### src/rtl/dma_arm_pkg.sv
// Shared constants for the DMA arm/abort control register.
// Assumes an 8-bit bus word, with the command bit above the channel bits.
package dma_arm_pkg;
    localparam int unsigned CHAN_COUNT = 5;
    localparam int unsigned BUS_W      = 8;
    localparam int unsigned CMD_BIT    = 7;
endpackage

### src/rtl/dma_arm_decode.sv
// Turns one bus write into per-channel load and abort-select strobes.
// Assumes the command bit sits above all channel bits within the bus word.
module dma_arm_decode #(
    parameter int unsigned CHANS   = dma_arm_pkg::CHAN_COUNT,
    parameter int unsigned DATA_W  = dma_arm_pkg::BUS_W,
    parameter int unsigned CMD_POS = dma_arm_pkg::CMD_BIT
) (
    input  logic              wr_en,
    input  logic [DATA_W-1:0] wr_data,
    output logic [CHANS-1:0]  load_en,
    output logic [CHANS-1:0]  load_val,
    output logic [CHANS-1:0]  abort_sel
);
    logic is_abort;

    // Separate a plain arm write from an abort command.
    always_comb begin
        is_abort  = wr_data[CMD_POS];
        load_val  = wr_data[CHANS-1:0];
        load_en   = (wr_en && !is_abort) ? {CHANS{1'b1}} : '0;
        abort_sel = (wr_en &&  is_abort) ? wr_data[CHANS-1:0] : '0;
    end
endmodule

### src/rtl/dma_arm_chan.sv
// One channel slice: it holds the arm bit, makes the abort pulse and registers the interrupt.
// Assumes load_en and abort_sel are never high together, which the decoder ensures.
module dma_arm_chan (
    input  logic clk,
    input  logic rst_n,
    input  logic load_en,
    input  logic load_val,
    input  logic abort_sel,
    input  logic done,
    input  logic rpt,
    input  logic irq_en,
    output logic armed,
    output logic abort_pulse,
    output logic irq
);
    // Arm state: an abort wins, then a bus load, then the single-shot auto-disarm.
    always_ff @(posedge clk) begin
        if (!rst_n)          armed <= 1'b0;
        else if (abort_sel)  armed <= 1'b0;
        else if (load_en)    armed <= load_val;
        else if (done && !rpt) armed <= 1'b0;
    end

    // One-cycle abort pulse that follows an abort select.
    always_ff @(posedge clk) begin
        if (!rst_n) abort_pulse <= 1'b0;
        else        abort_pulse <= abort_sel;
    end

    // Interrupt request on count completion, gated by the enable.
    always_ff @(posedge clk) begin
        if (!rst_n) irq <= 1'b0;
        else        irq <= done && irq_en;
    end

    // a single-shot completion with no write disarms the channel.
    a_r3_auto_disarm: assert property (@(posedge clk) disable iff (!rst_n)
        (done && !rpt && !load_en && !abort_sel) |=> !armed);
    // a repetitive completion keeps the arm state.
    a_r4_repeat_hold: assert property (@(posedge clk) disable iff (!rst_n)
        (done && rpt && !load_en && !abort_sel) |=> $stable(armed));
    // an abort select disarms the channel and pulses the abort output.
    a_r5_abort_clears: assert property (@(posedge clk) disable iff (!rst_n)
        abort_sel |=> (!armed && abort_pulse));
    // the pulse ends after one cycle unless another abort arrives.
    a_r5_abort_single: assert property (@(posedge clk) disable iff (!rst_n)
        !abort_sel |=> !abort_pulse);
    // a load takes effect even alongside a completion.
    a_r8_write_wins: assert property (@(posedge clk) disable iff (!rst_n)
        load_en |=> (armed == $past(load_val)));
    // an enabled completion raises the interrupt, and a masked one does not.
    a_r7_irq_follow: assert property (@(posedge clk) disable iff (!rst_n)
        (done && irq_en) |=> irq);
    a_r7_irq_masked: assert property (@(posedge clk) disable iff (!rst_n)
        !(done && irq_en) |=> !irq);
endmodule

### src/rtl/dma_arm_ctrl.sv
// Top of the DMA arm/abort control register for five channels.
// Assumes one bus write per cycle and a single-cycle count-reached report from the engine.
module dma_arm_ctrl #(
    parameter int unsigned CHANS   = dma_arm_pkg::CHAN_COUNT,
    parameter int unsigned DATA_W  = dma_arm_pkg::BUS_W,
    parameter int unsigned CMD_POS = dma_arm_pkg::CMD_BIT
) (
    input  logic              clk,
    input  logic              rst_n,
    input  logic              bus_wr,
    input  logic [DATA_W-1:0] bus_wdata,
    output logic [DATA_W-1:0] bus_rdata,
    input  logic [CHANS-1:0]  cnt_reached,
    input  logic [CHANS-1:0]  repeat_mode,
    input  logic [CHANS-1:0]  irq_enable,
    output logic [CHANS-1:0]  chan_armed,
    output logic [CHANS-1:0]  chan_abort,
    output logic [CHANS-1:0]  chan_irq
);
    localparam int unsigned PAD_W = DATA_W - CHANS;

    logic [CHANS-1:0] load_en;
    logic [CHANS-1:0] load_val;
    logic [CHANS-1:0] abort_sel;

    dma_arm_decode #(.CHANS(CHANS), .DATA_W(DATA_W), .CMD_POS(CMD_POS)) decode_i (
        .wr_en    (bus_wr),
        .wr_data  (bus_wdata),
        .load_en  (load_en),
        .load_val (load_val),
        .abort_sel(abort_sel)
    );

    for (genvar g = 0; g < CHANS; g++) begin : g_chan
        dma_arm_chan chan_i (
            .clk        (clk),
            .rst_n      (rst_n),
            .load_en    (load_en[g]),
            .load_val   (load_val[g]),
            .abort_sel  (abort_sel[g]),
            .done       (cnt_reached[g]),
            .rpt        (repeat_mode[g]),
            .irq_en     (irq_enable[g]),
            .armed      (chan_armed[g]),
            .abort_pulse(chan_abort[g]),
            .irq        (chan_irq[g])
        );
    end

    // Read-back: the arm bits sit at the bottom, and the command and unused bits read 0.
    always_comb bus_rdata = {{PAD_W{1'b0}}, chan_armed};

    // an abort write leaves the channels that are not selected untouched.
    a_r5_unselected_keep: assert property (@(posedge clk) disable iff (!rst_n)
        (bus_wr && bus_wdata[CMD_POS] && cnt_reached == '0)
        |=> ((chan_armed & ~$past(bus_wdata[CHANS-1:0]))
             == ($past(chan_armed) & ~$past(bus_wdata[CHANS-1:0]))));
    // every output is 0 on the cycle after a reset.
    a_r1_reset_clear: assert property (@(posedge clk)
        !rst_n |=> (chan_armed == '0 && chan_abort == '0 && chan_irq == '0));
endmodule

### config.mk
export PLATFORM = sky130hd
export DESIGN_NAME = dma_arm_ctrl
export DESIGN_NICKNAME = d
export VERILOG_FILES = /design/src/rtl/dma_arm_pkg.sv /design/src/rtl/dma_arm_decode.sv /design/src/rtl/dma_arm_chan.sv /design/src/rtl/dma_arm_ctrl.sv
export SDC_FILE = /design/constraint.sdc
export NUM_CORES = 1
export LEC_CHECK = 0
export BUFFER_PORTS_ARGS = -buffer_cell sky130_fd_sc_hd__buf_2
export CAP_MARGIN = 20
export CORE_MARGIN = 2
export CORE_UTILIZATION = 39
export DETAILED_ROUTE_END_ITERATION = 6
export PLACE_DENSITY_LB_ADDON = 0.2
export SLEW_MARGIN = 20
export SYNTH_ARGS = -nofsm -noshare
export SYNTH_HDL_FRONTEND = slang
export SYNTH_SLANG_ARGS = --single-unit
### constraint.sdc
create_clock -name clk -period 0.85 [get_ports clk]
set_input_delay 0.0425 -clock clk [delete_from_list [all_inputs] [get_ports clk]]
set_output_delay 0.0425 -clock clk [all_outputs]
set_load 0.02 [all_outputs]
==> After elaboration in Yosys (flattened, before gate mapping) <==
Cells that the tools add are included.
Widths: inputs -> output; s select.
{ "word_totals": {"regBits": 15, "latch_bits": 0, "ram_bits": 0, "mem_bits_ro": 0, "input_bits": 26, "out_inout_bits": 23, "word_cells": 56, "memories": 0} }
{ "classes": {"n_addsub": 0, "n_mul": 0, "n_div": 0, "n_lt_le_gt_ge": 0, "eq_ne": 0, "shifts": 0, "mux": 12, "bitwise": 1, "reduce_logical": 28} }
{ "ops": {"columns": ["op", "n"], "rows": [
  ["$logic_and 1x1->1", 12],
  ["$mux 1", 10],
  ["$mux 5", 2],
  ["$reduce_bool 2->1", 5],
  ["$reduce_or 2->1", 5],
  ["$logic_not 1->1", 6],
  ["$not 1->1", 1]
]} }

==> Longest topological paths before layout <==
Gate-level depths: netlist of run 1.
{ "depth": {"ltp_word": 4, "depth_mapped": 3, "depth_no_buf": 3} }

==> Cells and area by module <==
From an unflattened synthesis of run 1, not the netlist that was laid out.
{ "unflattened": {"cells_unflattened": 69, "area_unflattened_um2": 694.4} }
{ "modules_own_cells": {"columns": ["module", "instances", "cells_per_inst", "area_each_um2", "seq_area_each_um2"], "rows": [
  ["dma_arm_chan", 5, 9, 105.1, 60.1],
  ["dma_arm_decode", 1, 15, 105.1, 0.0],
  ["dma_arm_ctrl", 1, 9, 63.8, 0.0]
]} }

==> Worst setup path after synthesis of run 1 <==
No wires, ideal clock.
{ "synth_timing": {"path_kind": "reg-to-reg", "start": "reg, netlist name g_chan[0].chan_i.armed", "end": "reg g_chan[0].chan_i.armed", "setup_ns": 0.117, "arrival_time_ns": 0.572, "required_ns": 0.733, "path_slack_ns": 0.161, "stages_incl_launch_ff": 4, "n_path_buf": 0, "period_less_slack_ns": 0.689, "path_cell_list": "dfxtp_1 -> nand2_1 -> a21oi_1 -> a32o_1"} }
{ "synth_rtl": {"columns": ["element", "line_no", "source"], "rows": [
  ["to (signal assigned)", "dma_arm_chan.sv:20", "else if (load_en) armed <= load_val;"],
  ["to (decl)", "dma_arm_chan.sv:12", "output logic armed,"]
]} }

==> Worst setup path in the final report of run 1 <==
{ "layout_timing": {"start": "reg g_chan[0].chan_i.armed", "end": "out bus_rdata[0]"} }
{ "layout_rtl": {"columns": ["element", "line_no", "source"], "rows": [
  ["to (decl)", "dma_arm_ctrl.sv:12", "output logic [DATA_W-1:0] bus_rdata,"]
]} }
No word-level cell between the ends.

==> results of run 1 <==
==> worst paths after layout <==
check	from	end	slack, ns	depth (start not counted)
worst max register to register	g_chan[0].chan_i.armed	g_chan[0].chan_i.armed	0.10	3
worst max-delay path	g_chan[0].chan_i.armed	bus_rdata[0]	0.04	1
worst min-delay path	cnt_reached[0]	g_chan[0].chan_i.irq	0.02	2
worst min register to register	g_chan[1].chan_i.armed	g_chan[1].chan_i.armed	0.65	3
==> placed cells by master, fill, tap and decap left out, drive strengths merged, types with 5 or more instances in the layout <==
cell         count
o21ai            5
a32o             5
a21oi            5
and3             6
dfxtp           15
nand2            5
dlygate4sd3     14
buf             43
inv              6
and2             5
==> routing by layer <==
| layer | vias up | global-route usage [%] | wire (µm) |
|---|---|---|---|
| li1 | 309 | - | - |
| met1 | 248 | 16.7 | 640 |
| met2 | 27 | 23.1 | 724 |
| met3 | 2 | 4.71 | 92 |
| met4 | 0 | 8.33 | 14 |
| met5 | - | 0 | 0 |
==> repair_timing <==
item / CTS / global route
setup endpoints to repair: 8 / 11
hold buffers: 14 / 0
gates resized for setup: 4 / 14
hold endpoints to repair: 10 / 0
setup buffers: 0 / 0
==> flip-flops by register name, indices dropped and copies added (netlist names) <==
name and cells:
g_chan.chan_i.irq 5, g_chan.chan_i.abort_pulse 5, g_chan.chan_i.armed 5
==> cell families after synthesis <==
group           share of synthesized area [%]
buf+inv                                  28.6
simple gates                             14.3
flops                                    42.4
other cells                             0.530
compound gates                           14.1
==> power groups by stage <==
| stage | Clock [W] | Sequential (W) | Combinational [W] |
|---|---|---|---|
| 2_1_floorplan | 0 | 0.000752 | 0.000166 |
| 3_3_place_gp | 0 | 0.000752 | 0.000210 |
| 3_5_place_dp | 0 | 0.000753 | 0.000211 |
| 4_1_cts | 0.000419 | 0.000737 | 0.000265 |
| 5_1_grt | 0.000446 | 0.000744 | 0.000299 |
| 6_report | 0.000398 | 0.000740 | 0.000274 |
==> stage by stage <==
stage                     hold WS, ns  area (µm²)  cells
final                          0.0183         987    142
after global routing          0.00777         987    142
after CTS                     0.00824         958    142
after detailed placement        0.279         782    124
after global placement          0.274         782    124
after floorplan                 0.164         716     80
==> area by class of cell <==
type	count	area, µm²	share of cell area, %
Clock buffer	4	26.3	2.66
Inverter	6	22.5	2.28
Multi-Input combinational cell	35	213	21.5
Sequential cell	15	307	31.1
Tap cell	25	31.3	3.17
Timing Repair Buffer	57	388	39.3
==> run summary, run 1 <==
status -> finished, final reports clean
combinational share of power -> 19.4%
critical path class -> reg2out
share of cells above drive strength 1 -> 45.3%
final critical-path share of the clock period -> 95.5%
root buf cell -> clkbuf_4
Synth cell types -> 12
CTS HTree Levels -> 1
Detail Route Antenna Nets -> 0
TritonRoute pass-1 iters -> 2
internal power component -> 0.00105 W
top post-synthesis cells by area -> dfxtp_1 42%, buf_4 25%, a32o_1 7.1%
core box area -> 1710 µm²
Final Util -> 57.8%
Die H -> 46.6 µm
sequential share of power -> 52.4%
async set-or-reset flop fraction in the synthesized netlist -> 0%
total congestion overflow -> 0
sw frac -> 25.5%
count leader, synth -> buf_4
Synth top cells by count -> 24 x buf_4, 15 x dfxtp_1, 6 x and3_1
Initial DRC Count -> 9
largest area contributor in the netlist -> dfxtp_1
pre-CTS WS -> 0.0619 ns
total CTS buffers -> 3
Clk Latency, worst-skew pair -> 0.27 ns
WL final -> 1470 µm
CP Cell Sequence -> buf_6
highest clock rate -> 1230 MHz
clk slew on worst S/H paths -> 0.08 ns
vias per cell -> 4.13
CTS max path bufs -> 2
Avg WL per Cell -> 10.4 µm
largest net degree at the start of global routing -> 17
Seq cells post-synth -> 15
GRT Total Usage -> 14.4%
routed via count -> 586
critical path launch point type -> register
Max Slew Vio Count -> 0
Leak -> 0.521 nW
mapped cell area -> 708 µm²
first-pass GRT wire length -> 2100 µm
Worst VDD drop -> 907 µV
Clock power frac -> 28.2%
Seq/Total Area, Yosys -> 42.4%
setup violators final -> 0
MaxCap Viol Count -> 0
CP max stage cell -> dfxtp_2
post-synthesis instance total -> 78
worst path bufs/invs -> 1
Initial Util -> 41.5%
total chip power -> 0.00141 W
Post-synth EDFFs -> 0
die area -> 2170 µm²
pwr dens -> 1430 nW/µm²
CP Max Fanout -> 3
CP top delay family -> flip-flops
number of diodes -> 0
Psw -> 0.000360 W
Warnings, synthesis -> 0
Site Rows -> 15
Tmin final -> 0.812 ns
Die Span X -> 46.6 µm
Avg Cell Area, Syn -> 9.08 µm²
I/O pin total -> 49
top cell type's share of synthesized area -> 42.4%
Worst Path Arrival -> 0.77 ns
Critical Path RT -> 0.81 ns
HP Class -> in2reg
Setup WS post-layout -> 0.0384 ns
initial antenna violation count -> 0
DRC errors left -> 0
Clock Sinks -> 15
vias in the first global route -> 487
clock tree from TritonCTS -> done
clock skew -> 0 ns
synthesis-to-finish area growth -> 39.4%
Hold Vio Cnt, Final -> 0
max incr delay on CP -> 0.37 ns
Final nets -> 144
GPL Wtd Cong -> 0.639
IO buf count -> 43
FILL cells -> 166
Worst Setup End Kind -> output port
final setup TNS -> 0 ns
Post-synth top flop -> dfxtp_1
Power figures use the tool's default switching activity.
==> run 2: changes to the inputs <==
--- a/config.mk
+++ b/config.mk
@@ -10,7 +10,7 @@
 export CORE_MARGIN = 2
 export CORE_UTILIZATION = 39
 export DETAILED_ROUTE_END_ITERATION = 6
-export PLACE_DENSITY_LB_ADDON = 0.2
+export PLACE_DENSITY = 0.79
 export SLEW_MARGIN = 20
 export SYNTH_ARGS = -nofsm -noshare
 export SYNTH_HDL_FRONTEND = slang
==> run summary, run 2 (synthesized netlist as in run 1, its figures left out) <==
status -> finished, final reports clean
vias in the first global route -> 565 (+16%)
Max Slew Vio Count -> 0 (unchanged)
final critical-path share of the clock period -> 97.4% (+1.9 points)
HPWL Detailed -> 1080 µm
setup violators final -> 0 (unchanged)
clock skew -> 0 ns (unchanged)
share of cells above drive strength 1 -> 47.7% (+2.4 points)
met3 WL -> 108 µm (+17%)
WL final -> 1620 µm (+9.9%)
Leak -> 0.496 nW (-4.8%)
Worst Setup End Kind -> output port
die area -> 2170 µm² (unchanged)
r2r worst-path depth -> 3 (unchanged)
Detail Route Antenna Nets -> 0 (unchanged)
Critical Path RT -> 0.81 ns (about the same)
Clk Latency, worst-skew pair -> 0.28 ns (about the same)
Worst VDD drop -> 553 µV (-39%)
critical path launch point type -> register
IO buf count -> 43 (unchanged)
Final Util -> 54.3% (-3.5 points)
combinational share of power -> 18.2% (-1.2 points)
GRT Total Usage -> 14.5% (+0.11 points)
highest clock rate -> 1210 MHz (-1.9%)
TritonRoute pass-1 iters -> 4 (+2)
synthesis-to-finish area growth -> 30.9%
Clock power frac -> 29.1% (+0.9 points)
sequential share of power -> 52.7% (+0.3 points)
Worst Path Arrival -> 0.79 ns (+0.02 ns)
commonest non-fill, non-tap cells in the layout -> 33 x buf_2, 10 x dfxtp_1, 8 x dlygate4sd3_1, 8 x buf_4, 6 x and3_1
Hold Vio Cnt, Final -> 0 (unchanged)
max incr delay on CP -> 0.37 ns (about the same)
MaxCap Viol Count -> 0 (unchanged)
worst hold slack -> 0.00319 ns (-0.0151 ns)
Final nets -> 138 (-4.2%)
worst path bufs/invs -> 1 (unchanged)
most common cell after layout, fill and taps aside -> buf_2
Clock Sinks -> 15 (unchanged)
Avg WL per Cell -> 11.9 µm (+15%)
number of diodes -> 0 (unchanged)
DRC errors left -> 0 (unchanged)
largest net degree at the start of global routing -> 17 (unchanged)
top routing layer used -> met4
RSZ-0062 raised after global routing -> yes
sw frac -> 26.4% (+0.94 points)
Hold Crit Depth -> 2 (unchanged)
flop-to-flop setup slack -> 0.08 ns (-0.02 ns)
Cells after DPL -> 124 (unchanged)
Die Span X -> 46.6 µm (unchanged)
initial antenna violation count -> 0 (unchanged)
I/O pin total -> 49 (unchanged)
total CTS buffers -> 3 (unchanged)
Die H -> 46.6 µm (unchanged)
post-CTS setup buffer count -> 0 (unchanged)
total congestion overflow -> 0 (unchanged)
total chip power -> 0.00141 W (-0.41%)
critical path class -> reg2out
vias per cell -> 4.67 (+13%)
FILL cells -> 157 (-5.4%)
Initial DRC Count -> 11 (+2)
GPL Wtd Cong -> 0.702 (+9.7%)
CP max stage cell -> dfxtp_2
CP Max Fanout -> 3 (unchanged)
clock tree from TritonCTS -> done
CP top delay family -> flip-flops
HP Class -> in2reg
biggest regs -> g_chan.chan_i.abort_pulse x5, g_chan.chan_i.armed x5, g_chan.chan_i.irq x5
reg-to-reg endpoint -> g_chan[3].chan_i.armed
design area -> 927 µm² (-6.1%)
clk slew on worst S/H paths -> 0.09 ns (about the same)
wire length on met2 -> 858 µm (+19%)
pwr dens -> 1520 nW/µm² (+6.0%)
internal power component -> 0.00103 W (-1.7%)
root buf cell -> clkbuf_4
CTS max path bufs -> 2 (unchanged)
CTS HTree Levels -> 1 (unchanged)
routed via count -> 635 (+8.4%)
hold_sp -> cnt_reached[1]
core box area -> 1710 µm² (unchanged)
first-pass GRT wire length -> 2170 µm (+2.9%)
Initial Util -> 41.5% (unchanged)
WL met1 -> 568 µm (-11%)
Final Non-Filler Cells -> 136 (-4.2%)
Tmin final -> 0.828 ns (+0.0159 ns)
RR Startpoint -> g_chan[3].chan_i.armed
Worst Hold Path EP -> g_chan[1].chan_i.irq
area of placed instances -> 782 µm² (unchanged)
CP Cell Sequence -> buf_6
Psw -> 0.000372 W (+3.3%)
Site Rows -> 15 (unchanged)
==> run 2: cell count changes in the layout (fill, tap and decap cells not counted) <==
| cell | before | now |
|---|---|---|
| o21ai_1 | 1 | 0 |
| dlygate4sd3_1 | 14 | 8 |
| o21ai_0 | 4 | 5 |
==> run 2: area by class of cell <==
type                       instances  area, µm²  area share [%]
sequential                        15        307            33.1
clock buffer                       4       26.3            2.83
inverter                           6       22.5            2.43
multi-input combinational         35        213            22.9
tap                               25       31.3            3.37
timing repair buffer              51        328            35.4
==> run 2: worst max-delay path by stage <==
stage,start,endpoint,slack [ns],cells past startpoint
finish,g_chan[3].chan_i.armed,chan_armed[3],0.02,1
global route,g_chan[3].chan_i.armed,chan_armed[3],-0.009,1
CTS,g_chan[1].chan_i.armed,chan_armed[1],-0.02,1
detailed placement,rst_n,g_chan[0].chan_i.abort_pulse,0.09,3
global placement,rst_n,g_chan[0].chan_i.abort_pulse,0.12,3
floorplan,g_chan[0].chan_i.armed,g_chan[0].chan_i.armed,0.16,3
==> run 2: timing repair <==
item / CTS / global route
setup endpoints to repair: 7 / 10
endpoints found under the hold margin: 7 / 0
hold buffers: 8 / 0
pin swaps: 0 / 0
gates resized for setup: 7 / 10
==> run 2: power groups by stage <==
stage	clock network, W	logic, W	registers (W)
2_1_floorplan	0	0.000166	0.000752
3_3_place_gp	0	0.000206	0.000752
3_5_place_dp	0	0.000211	0.000753
4_1_cts	0.000418	0.000247	0.000738
5_1_grt	0.000462	0.000276	0.000744
6_report	0.000409	0.000256	0.000741
==> run 2: layer usage <==
metal  vias up  global-route usage [%]
met2        40                    24.7
met5         -                       0
met3        10                    1.57
met1       285                    14.7
met4         0                    15.0
li1        300                       -
==> run 2: stage by stage <==
step                      TNS (ns)  worst slack [ns]
final                            0            0.0225
after global routing       -0.0163          -0.00930
after CTS                  -0.0298           -0.0159
after detailed placement         0            0.0907
after global placement           0             0.119
after floorplan                  0             0.161
